<file path="config.mk">
export PLATFORM = sky130hd
export DESIGN_NAME = i2c_cfg_target
export DESIGN_NICKNAME = d
export VERILOG_FILES = /design/src/rtl/i2c_cfg_pkg.sv /design/src/rtl/i2c_line_sync.sv /design/src/rtl/i2c_bus_events.sv /design/src/rtl/i2c_byte_shift.sv /design/src/rtl/i2c_cfg_target.sv
export SDC_FILE = /design/constraint.sdc
export NUM_CORES = 1
export LEC_CHECK = 0
export BUFFER_PORTS_ARGS = -buffer_cell sky130_fd_sc_hd__buf_2
export CORE_MARGIN = 1
export CORE_UTILIZATION = 52
export CTS_CLUSTER_DIAMETER = 50
export CTS_CLUSTER_SIZE = 12
export DETAILED_ROUTE_END_ITERATION = 16
export PLACE_DENSITY_LB_ADDON = 0.08
export SYNTH_ARGS = -nofsm -noshare
export SYNTH_HDL_FRONTEND = slang
export SYNTH_SLANG_ARGS = --single-unit
</file>
<file path="constraint.sdc">
create_clock -name clk -period 2.3 [get_ports clk]
set_clock_uncertainty 0.1 [all_clocks]
set_input_delay 0.575 -clock clk [delete_from_list [all_inputs] [get_ports clk]]
set_output_delay 0.575 -clock clk [all_outputs]
set_load 0.02 [all_outputs]
</file>
<file path="src/rtl/i2c_cfg_pkg.sv">
package i2c_cfg_pkg;
   typedef enum logic [2:0] {
      ST_IDLE,
      ST_RX,
      ST_RXACK,
      ST_TX,
      ST_TXACK,
      ST_WAIT
   } phase_e;

   typedef enum logic [1:0] {
      K_ADDR,
      K_CMD,
      K_DATA
   } kind_e;

   localparam int BYTE_W = 8;
endpackage

</file>
<file path="src/rtl/i2c_line_sync.sv">
module i2c_line_sync #(
   parameter int STAGES = 2
) (
   input  logic clk,
   input  logic rst_n,
   input  logic d,
   output logic q
);
   if (STAGES < 2) begin : g_bad_stages
      $error("i2c_line_sync: STAGES must be at least 2");
   end

   logic [STAGES-1:0] chain;

   for (genvar i = 0; i < STAGES; i++) begin : g_stage
      if (i == 0) begin : g_first
         always_ff @(posedge clk or negedge rst_n) begin
            if (!rst_n) chain[0] <= 1'b1;
            else        chain[0] <= d;
         end
      end else begin : g_next
         always_ff @(posedge clk or negedge rst_n) begin
            if (!rst_n) chain[i] <= 1'b1;
            else        chain[i] <= chain[i-1];
         end
      end
   end

   assign q = chain[STAGES-1];
endmodule

</file>
<file path="src/rtl/i2c_bus_events.sv">
module i2c_bus_events (
   input  logic clk,
   input  logic rst_n,
   input  logic scl_s,
   input  logic sda_s,
   output logic ev_rise,
   output logic ev_fall,
   output logic ev_start,
   output logic ev_stop
);
   logic scl_q, sda_q;

   always_ff @(posedge clk or negedge rst_n) begin
      if (!rst_n) begin
         scl_q <= 1'b1;
         sda_q <= 1'b1;
      end else begin
         scl_q <= scl_s;
         sda_q <= sda_s;
      end
   end

   assign ev_rise  = scl_s & ~scl_q;
   assign ev_fall  = ~scl_s & scl_q;
   assign ev_start = scl_s & scl_q & sda_q & ~sda_s;
   assign ev_stop  = scl_s & scl_q & ~sda_q & sda_s;
endmodule

</file>
<file path="src/rtl/i2c_byte_shift.sv">
module i2c_byte_shift #(
   parameter int W = 8
) (
   input  logic         clk,
   input  logic         rst_n,
   input  logic         load_en,
   input  logic [W-1:0] load_val,
   input  logic         shin_en,
   input  logic         bit_in,
   input  logic         shout_en,
   output logic [W-1:0] q
);
   if (W < 2) begin : g_bad_w
      $error("i2c_byte_shift: W must be at least 2");
   end

   always_ff @(posedge clk or negedge rst_n) begin
      if (!rst_n)        q <= '0;
      else if (load_en)  q <= load_val;
      else if (shin_en)  q <= {q[W-2:0], bit_in};
      else if (shout_en) q <= {q[W-2:0], 1'b1};
   end
endmodule

</file>
<file path="src/rtl/i2c_cfg_target.sv">
module i2c_cfg_target
   import i2c_cfg_pkg::*;
#(
   parameter int         OFS_W       = 6,
   parameter int         CNT_W       = 7,
   parameter int         SEL_W       = 2,
   parameter int         SYNC_STAGES = 2,
   parameter logic [6:0] ADDR_BASE   = 7'h6C
) (
   input  logic             clk,
   input  logic             rst_n,
   input  logic             scl_in,
   input  logic             sda_in,
   output logic             sda_oe,
   input  logic [SEL_W-1:0] addr_sel,
   input  logic [CNT_W-1:0] rd_count,
   input  logic             commit_busy,
   output logic [OFS_W-1:0] rd_ofs,
   input  logic [7:0]       rd_data,
   output logic             wr_en,
   output logic [OFS_W-1:0] wr_ofs,
   output logic [7:0]       wr_data
);
   localparam int BITS_W = $clog2(BYTE_W + 1);

   if (OFS_W < 1 || OFS_W > 7) begin : g_bad_ofs
      $error("i2c_cfg_target: OFS_W must be 1..7");
   end
   if (SEL_W < 1 || SEL_W > 6) begin : g_bad_sel
      $error("i2c_cfg_target: SEL_W must be 1..6");
   end
   if (CNT_W < 1 || CNT_W > 8) begin : g_bad_cnt
      $error("i2c_cfg_target: CNT_W must be 1..8");
   end

   logic scl_s, sda_s;
   logic ev_rise, ev_fall, ev_start, ev_stop;

   i2c_line_sync #(.STAGES(SYNC_STAGES)) u_scl_sync (
      .clk(clk), .rst_n(rst_n), .d(scl_in), .q(scl_s)
   );
   i2c_line_sync #(.STAGES(SYNC_STAGES)) u_sda_sync (
      .clk(clk), .rst_n(rst_n), .d(sda_in), .q(sda_s)
   );
   i2c_bus_events u_events (
      .clk(clk), .rst_n(rst_n), .scl_s(scl_s), .sda_s(sda_s),
      .ev_rise(ev_rise), .ev_fall(ev_fall),
      .ev_start(ev_start), .ev_stop(ev_stop)
   );

   phase_e             st;
   kind_e              kind;
   logic [BITS_W-1:0]  bcnt;
   logic [OFS_W-1:0]   ptr;
   logic [CNT_W-1:0]   left;
   logic               blk_mode, rd_dir, wrote_one, mack;
   logic [7:0]         sh_q;

   logic [6:0]         rx_addr;
   logic               addr_hit, take_byte, rd_first, rd_more, load_now;
   logic [CNT_W-1:0]   first_len;

   assign rx_addr  = sh_q[7:1];
   assign addr_hit = (rx_addr[6:SEL_W] == ADDR_BASE[6:SEL_W]) &&
                     (rx_addr[SEL_W-1:0] == addr_sel);

   always_comb begin
      case (kind)
         K_ADDR:  take_byte = addr_hit;
         K_CMD:   take_byte = 1'b1;
         default: take_byte = !commit_busy && (blk_mode || !wrote_one);
      endcase
   end

   assign first_len = blk_mode ? rd_count : CNT_W'(1);
   assign rd_first  = (st == ST_RXACK) && ev_fall && (kind == K_ADDR) &&
                      rd_dir && (first_len != '0);
   assign rd_more   = (st == ST_TXACK) && ev_fall && mack && (left != '0);
   assign load_now  = !ev_start && !ev_stop && (rd_first || rd_more);

   i2c_byte_shift #(.W(BYTE_W)) u_shift (
      .clk      (clk),
      .rst_n    (rst_n),
      .load_en  (load_now),
      .load_val (rd_data),
      .shin_en  ((st == ST_RX) && ev_rise && (bcnt < BITS_W'(BYTE_W))),
      .bit_in   (sda_s),
      .shout_en ((st == ST_TX) && ev_fall),
      .q        (sh_q)
   );

   assign rd_ofs = ptr;

   always_ff @(posedge clk or negedge rst_n) begin
      if (!rst_n) begin
         st        <= ST_IDLE;
         kind      <= K_ADDR;
         bcnt      <= '0;
         ptr       <= '0;
         left      <= '0;
         blk_mode  <= 1'b0;
         rd_dir    <= 1'b0;
         wrote_one <= 1'b0;
         mack      <= 1'b0;
         sda_oe    <= 1'b0;
         wr_en     <= 1'b0;
         wr_ofs    <= '0;
         wr_data   <= '0;
      end else begin
         wr_en <= 1'b0;
         if (ev_start) begin
            st     <= ST_RX;
            kind   <= K_ADDR;
            bcnt   <= '0;
            sda_oe <= 1'b0;
         end else if (ev_stop) begin
            st     <= ST_IDLE;
            sda_oe <= 1'b0;
         end else begin
            case (st)
               ST_RX: begin
                  if (ev_rise && bcnt < BITS_W'(BYTE_W)) begin
                     bcnt <= bcnt + 1'b1;
                  end else if (ev_fall && bcnt == BITS_W'(BYTE_W)) begin
                     if (take_byte) begin
                        sda_oe <= 1'b1;
                        st     <= ST_RXACK;
                        case (kind)
                           K_ADDR: rd_dir <= sh_q[0];
                           K_CMD: begin
                              blk_mode  <= ~sh_q[7];
                              ptr       <= sh_q[OFS_W-1:0];
                              wrote_one <= 1'b0;
                           end
                           default: begin
                              wr_en     <= 1'b1;
                              wr_ofs    <= ptr;
                              wr_data   <= sh_q;
                              wrote_one <= 1'b1;
                              if (blk_mode) ptr <= ptr + 1'b1;
                           end
                        endcase
                     end else begin
                        st <= ST_WAIT;
                     end
                  end
               end
               ST_RXACK: begin
                  if (ev_fall) begin
                     bcnt <= '0;
                     if (kind == K_ADDR && rd_dir) begin
                        if (rd_first) begin
                           st     <= ST_TX;
                           left   <= first_len - 1'b1;
                           sda_oe <= ~rd_data[7];
                           if (blk_mode) ptr <= ptr + 1'b1;
                        end else begin
                           st     <= ST_WAIT;
                           sda_oe <= 1'b0;
                        end
                     end else begin
                        st     <= ST_RX;
                        kind   <= (kind == K_ADDR) ? K_CMD : K_DATA;
                        sda_oe <= 1'b0;
                     end
                  end
               end
               ST_TX: begin
                  if (ev_fall) begin
                     bcnt <= bcnt + 1'b1;
                     if (bcnt == BITS_W'(BYTE_W - 1)) begin
                        sda_oe <= 1'b0;
                        st     <= ST_TXACK;
                     end else begin
                        sda_oe <= ~sh_q[6];
                     end
                  end
               end
               ST_TXACK: begin
                  if (ev_rise) begin
                     mack <= ~sda_s;
                  end else if (ev_fall) begin
                     bcnt <= '0;
                     if (rd_more) begin
                        st     <= ST_TX;
                        left   <= left - 1'b1;
                        sda_oe <= ~rd_data[7];
                        if (blk_mode) ptr <= ptr + 1'b1;
                     end else begin
                        st     <= ST_WAIT;
                        sda_oe <= 1'b0;
                     end
                  end
               end
               default: ;
            endcase
         end
      end
   end

   AST_WRITE_NOT_BUSY: assert property (@(posedge clk) disable iff (!rst_n)
      wr_en |-> !$past(commit_busy));
   AST_STROBE_SINGLE: assert property (@(posedge clk) disable iff (!rst_n)
      wr_en |=> !wr_en);
   AST_DRIVE_ON_LOW: assert property (@(posedge clk) disable iff (!rst_n)
      $rose(sda_oe) |-> !scl_s);
   AST_READ_LIMIT: assert property (@(posedge clk) disable iff (!rst_n)
      (st == ST_TXACK && ev_fall && left == '0) |=> (st == ST_WAIT && !sda_oe));
   AST_STOP_RELEASE: assert property (@(posedge clk) disable iff (!rst_n)
      ev_stop |=> (!sda_oe && st == ST_IDLE));
endmodule

</file>
==> flow_metrics.tcl <==
set metrics [dict create \
    outcome "finished clean" \
    finalPower_mw 3.14 \
    multi_input_area_um2 1580 \
    drc 0 \
    final_max_slew_viol_count 0 \
    worst_slew_pin_slew_ps 536 \
    final_area_um2 3800 \
    chipHeight_um 78.7 \
    globalplace.congestion 0.852 \
    synth_ff_type "dfrtp_1" \
    synth_top_area_share 0.409 \
    cpLargestDelayFamily "compound AO/OA/AOI/OAI gates" \
    grt_overflow 0 \
    crit_chain "or3b_4, buf_4, o21ai_4, ha_2, o211ai_1, a211oi_2, o22ai_1, a21oi_1" \
    slowest_stage "dfrtp_2" \
    die_w_um 78.7 \
    synth_area_leaders "dfrtp_1, mux2_2, dfstp_2" \
    synth.most_common_cell "dfrtp_1" \
    wire_per_inst_um 16.1 \
    ys_top_cells_by_count "dfrtp_1, a21oi_1, nand2_1, nor2_1, o21ai_0" \
    syn-num-nets 346 \
    syn_area_per_cell_um2 9.56 \
    rows 27 \
    reg2reg_slack_ps 60 \
    grt_max_degree 22 \
    seqCellArea_um2 1410 \
    antenna_found_initial 0 \
    worst_slack_ps 64.0 \
    htree_levels 2 \
    cts_tree "done" \
    yosysSeqAreaShare 0.461 \
    wl_met3_um 425 \
    path_buf_inv 1 \
    dr.pass1.iters 4 \
    port_buffers 43 \
    grt_pass1_wl_mm 12.4 \
    seq_power_share 0.428 \
    wl_met1_mm 3.63 \
    drive_gt1_frac 0.364 \
    p_leak_nw 1.84 \
    clk_pin_slew_ps 100 \
    numCtsBuffers 5 \
    ant_nets 0 \
    cp_data_required_time_ps 2440 \
    hp-class "in2async" \
    yosysTopAreaCell "dfrtp_1" \
    routed_wl_mm 7.54 \
    crit_arrival_ps 2380 \
    setup.worst_path.end_class "register" \
    cts.sinks 56 \
    period_needed_ps 2240 \
    initial_core_util 0.549 \
    relSlewSlack 0.642 \
    ir_drop_mv 0.660 \
    pwr_density_cell_nw_per_um2 826 \
    wl_met2_mm 3.39 \
    antenna_cells_inserted 0 \
    slowest_delay_ps 440 \
    p_switching_mw 1.16 \
    ys_types 58 \
    min_period_over_period 0.972 \
    top_layer "met4" \
    setup_viol 0 \
    drt_iter0_markers 164 \
    p_clk_frac 0.177 \
    final_core_util 0.681 \
    cts-root-buf "clkbuf_8" \
    fmax_ghz 0.447 \
    track_usage 0.259 \
    post-place-ws_ps 19.0 \
    drv_cap 0 \
    p_comb_frac 0.395 \
    finalHoldViolCount 0 \
    synth_edf_count 0 \
    clockBufferDepth 2 \
    critPathKind "reg2reg" \
    path_max_fanout 6 \
    dpl_cell_area_um2 3580 \
    nets 424 \
    syn_area_um2 3060 \
    die_area_um2 6190 \
    p_int_mw 1.98 \
    startpoint_type "register" \
    clk-insertion-delay-late_ps 310 \
    io-pin-count 44 \
    detailed_place_hpwl_mm 5.53 \
    fp.coreArea_um2 5570 \
    synth_cells 320 \
    syn_to_final_growth_pct 24.1 \
    vias 2768 \
    vias_per_cell 5.89 \
    yosys_warnings 0 \
    ys_ff_latch 56 \
    first_global_vias 2608 \
    synth-async-reset-ratio 1.00 \
    fillCellCount 455 \
    switching_share 0.370 \
]
power groups by stage:
stage               registers (mW)  clock network [mW]  logic [mW]
floorplan                     1.33                   0       0.725
global placement              1.36                   0        1.07
detailed placement            1.36                   0        1.09
CTS                           1.34               0.567        1.10
global route                  1.37               0.616        1.36
finish                        1.34               0.556        1.24
worst register-to-register path: stages (launching register included):
cell	delay, ps
dfrtp_2	440
or3b_4	440
buf_4	160
o21ai_4	130
ha_2	220
o211ai_1	180
a211oi_2	270
o22ai_1	100
a21oi_1	120
through the flow:
step | cells | setup TNS (ps) | hold slack (ps)
2_1_floorplan | 320 | 0 | 179
3_3_place_gp | 453 | 0 | 246
3_5_place_dp | 453 | 0 | 247
4_1_cts | 460 | 0 | 148
5_1_grt | 470 | -96.1 | 149
6_report | 470 | 0 | 133
cells by family (layout without fill, tap and decap cells):
kind of cell | after synthesis | count (layout) | share of synthesized area
AND/OR/NAND/NOR | 99 | 99 | 0.167
adder cells (fa/ha/maj) | 4 | 4 | 0.0164
AO/OA/AOI/OAI | 107 | 107 | 0.229
XOR/XNOR | 4 | 4 | 0.0115
multiplexers | 20 | 20 | 0.0732
buffers and inverters | 30 | 108 | 0.0425
flip-flops | 56 | 56 | 0.461
sequential cells by signal (all words and copies together) (netlist names), 2 cells and up:
name / count
bcnt: 4
rd_ofs: 6
u_shift.q: 8
kind: 2
wr_ofs: 6
left: 7
wr_data: 8
st: 3
metal layers:
metal | up-vias | GRT usage
li1 | 1326 | -
met1 | 1337 | 0.371
met2 | 95 | 0.401
met3 | 10 | 0.0494
met4 | 0 | 0.0741
met5 | - | 0
worst paths after layout:
kind	cells after the start	from	to
max in group asynchronous	2	rst_n	u_sda_sync.chain[0]$_DFF_PN1_
worst max-delay path	8	st[1]$_DFFE_PN0P_	left[4]$_DFFE_PN0P_
worst min-delay path	1	rst_n	left[4]$_DFFE_PN0P_
min in group clk	0	u_scl_sync.chain[0]$_DFF_PN1_	u_scl_sync.q$_DFF_PN1_
worst min register to register	0	u_scl_sync.chain[0]$_DFF_PN1_	u_scl_sync.q$_DFF_PN1_
worst max register to register	8	st[1]$_DFFE_PN0P_	left[4]$_DFFE_PN0P_
layout by cell type, fill, tap and decap left out, types with 4 or more instances in the layout:
cell and instances:
buf_2 43, nand3_1 6, a21oi_1 30, mux2_2 19
dfstp_2 6, nor2b_1 5, o21ai_0 20, o22ai_1 12
clkbuf_8 6, dfrtp_1 48, a31oi_1 4, inv_1 13
buf_4 43, nand2_1 30, o31ai_1 5, nor2_1 20
what timing repair did:
item                       CTS  global route
resized for setup            0            15
hold buffers                 0             0
buffers inserted             0            10
setup endpoints to repair    0            19
cell type report:
| class | instances | share of cell area |
|---|---|---|
| Multi-Input combinational cell | 234 | 0.415 |
| Sequential cell | 56 | 0.372 |
| Timing Repair Buffer | 88 | 0.152 |
| Tap cell | 72 | 0.0237 |
| Clock buffer | 6 | 0.0217 |
| Inverter | 13 | 0.0129 |
| Clock inverter | 1 | 0.00231 |
Note: power is estimated with default switching activity, not from simulation.
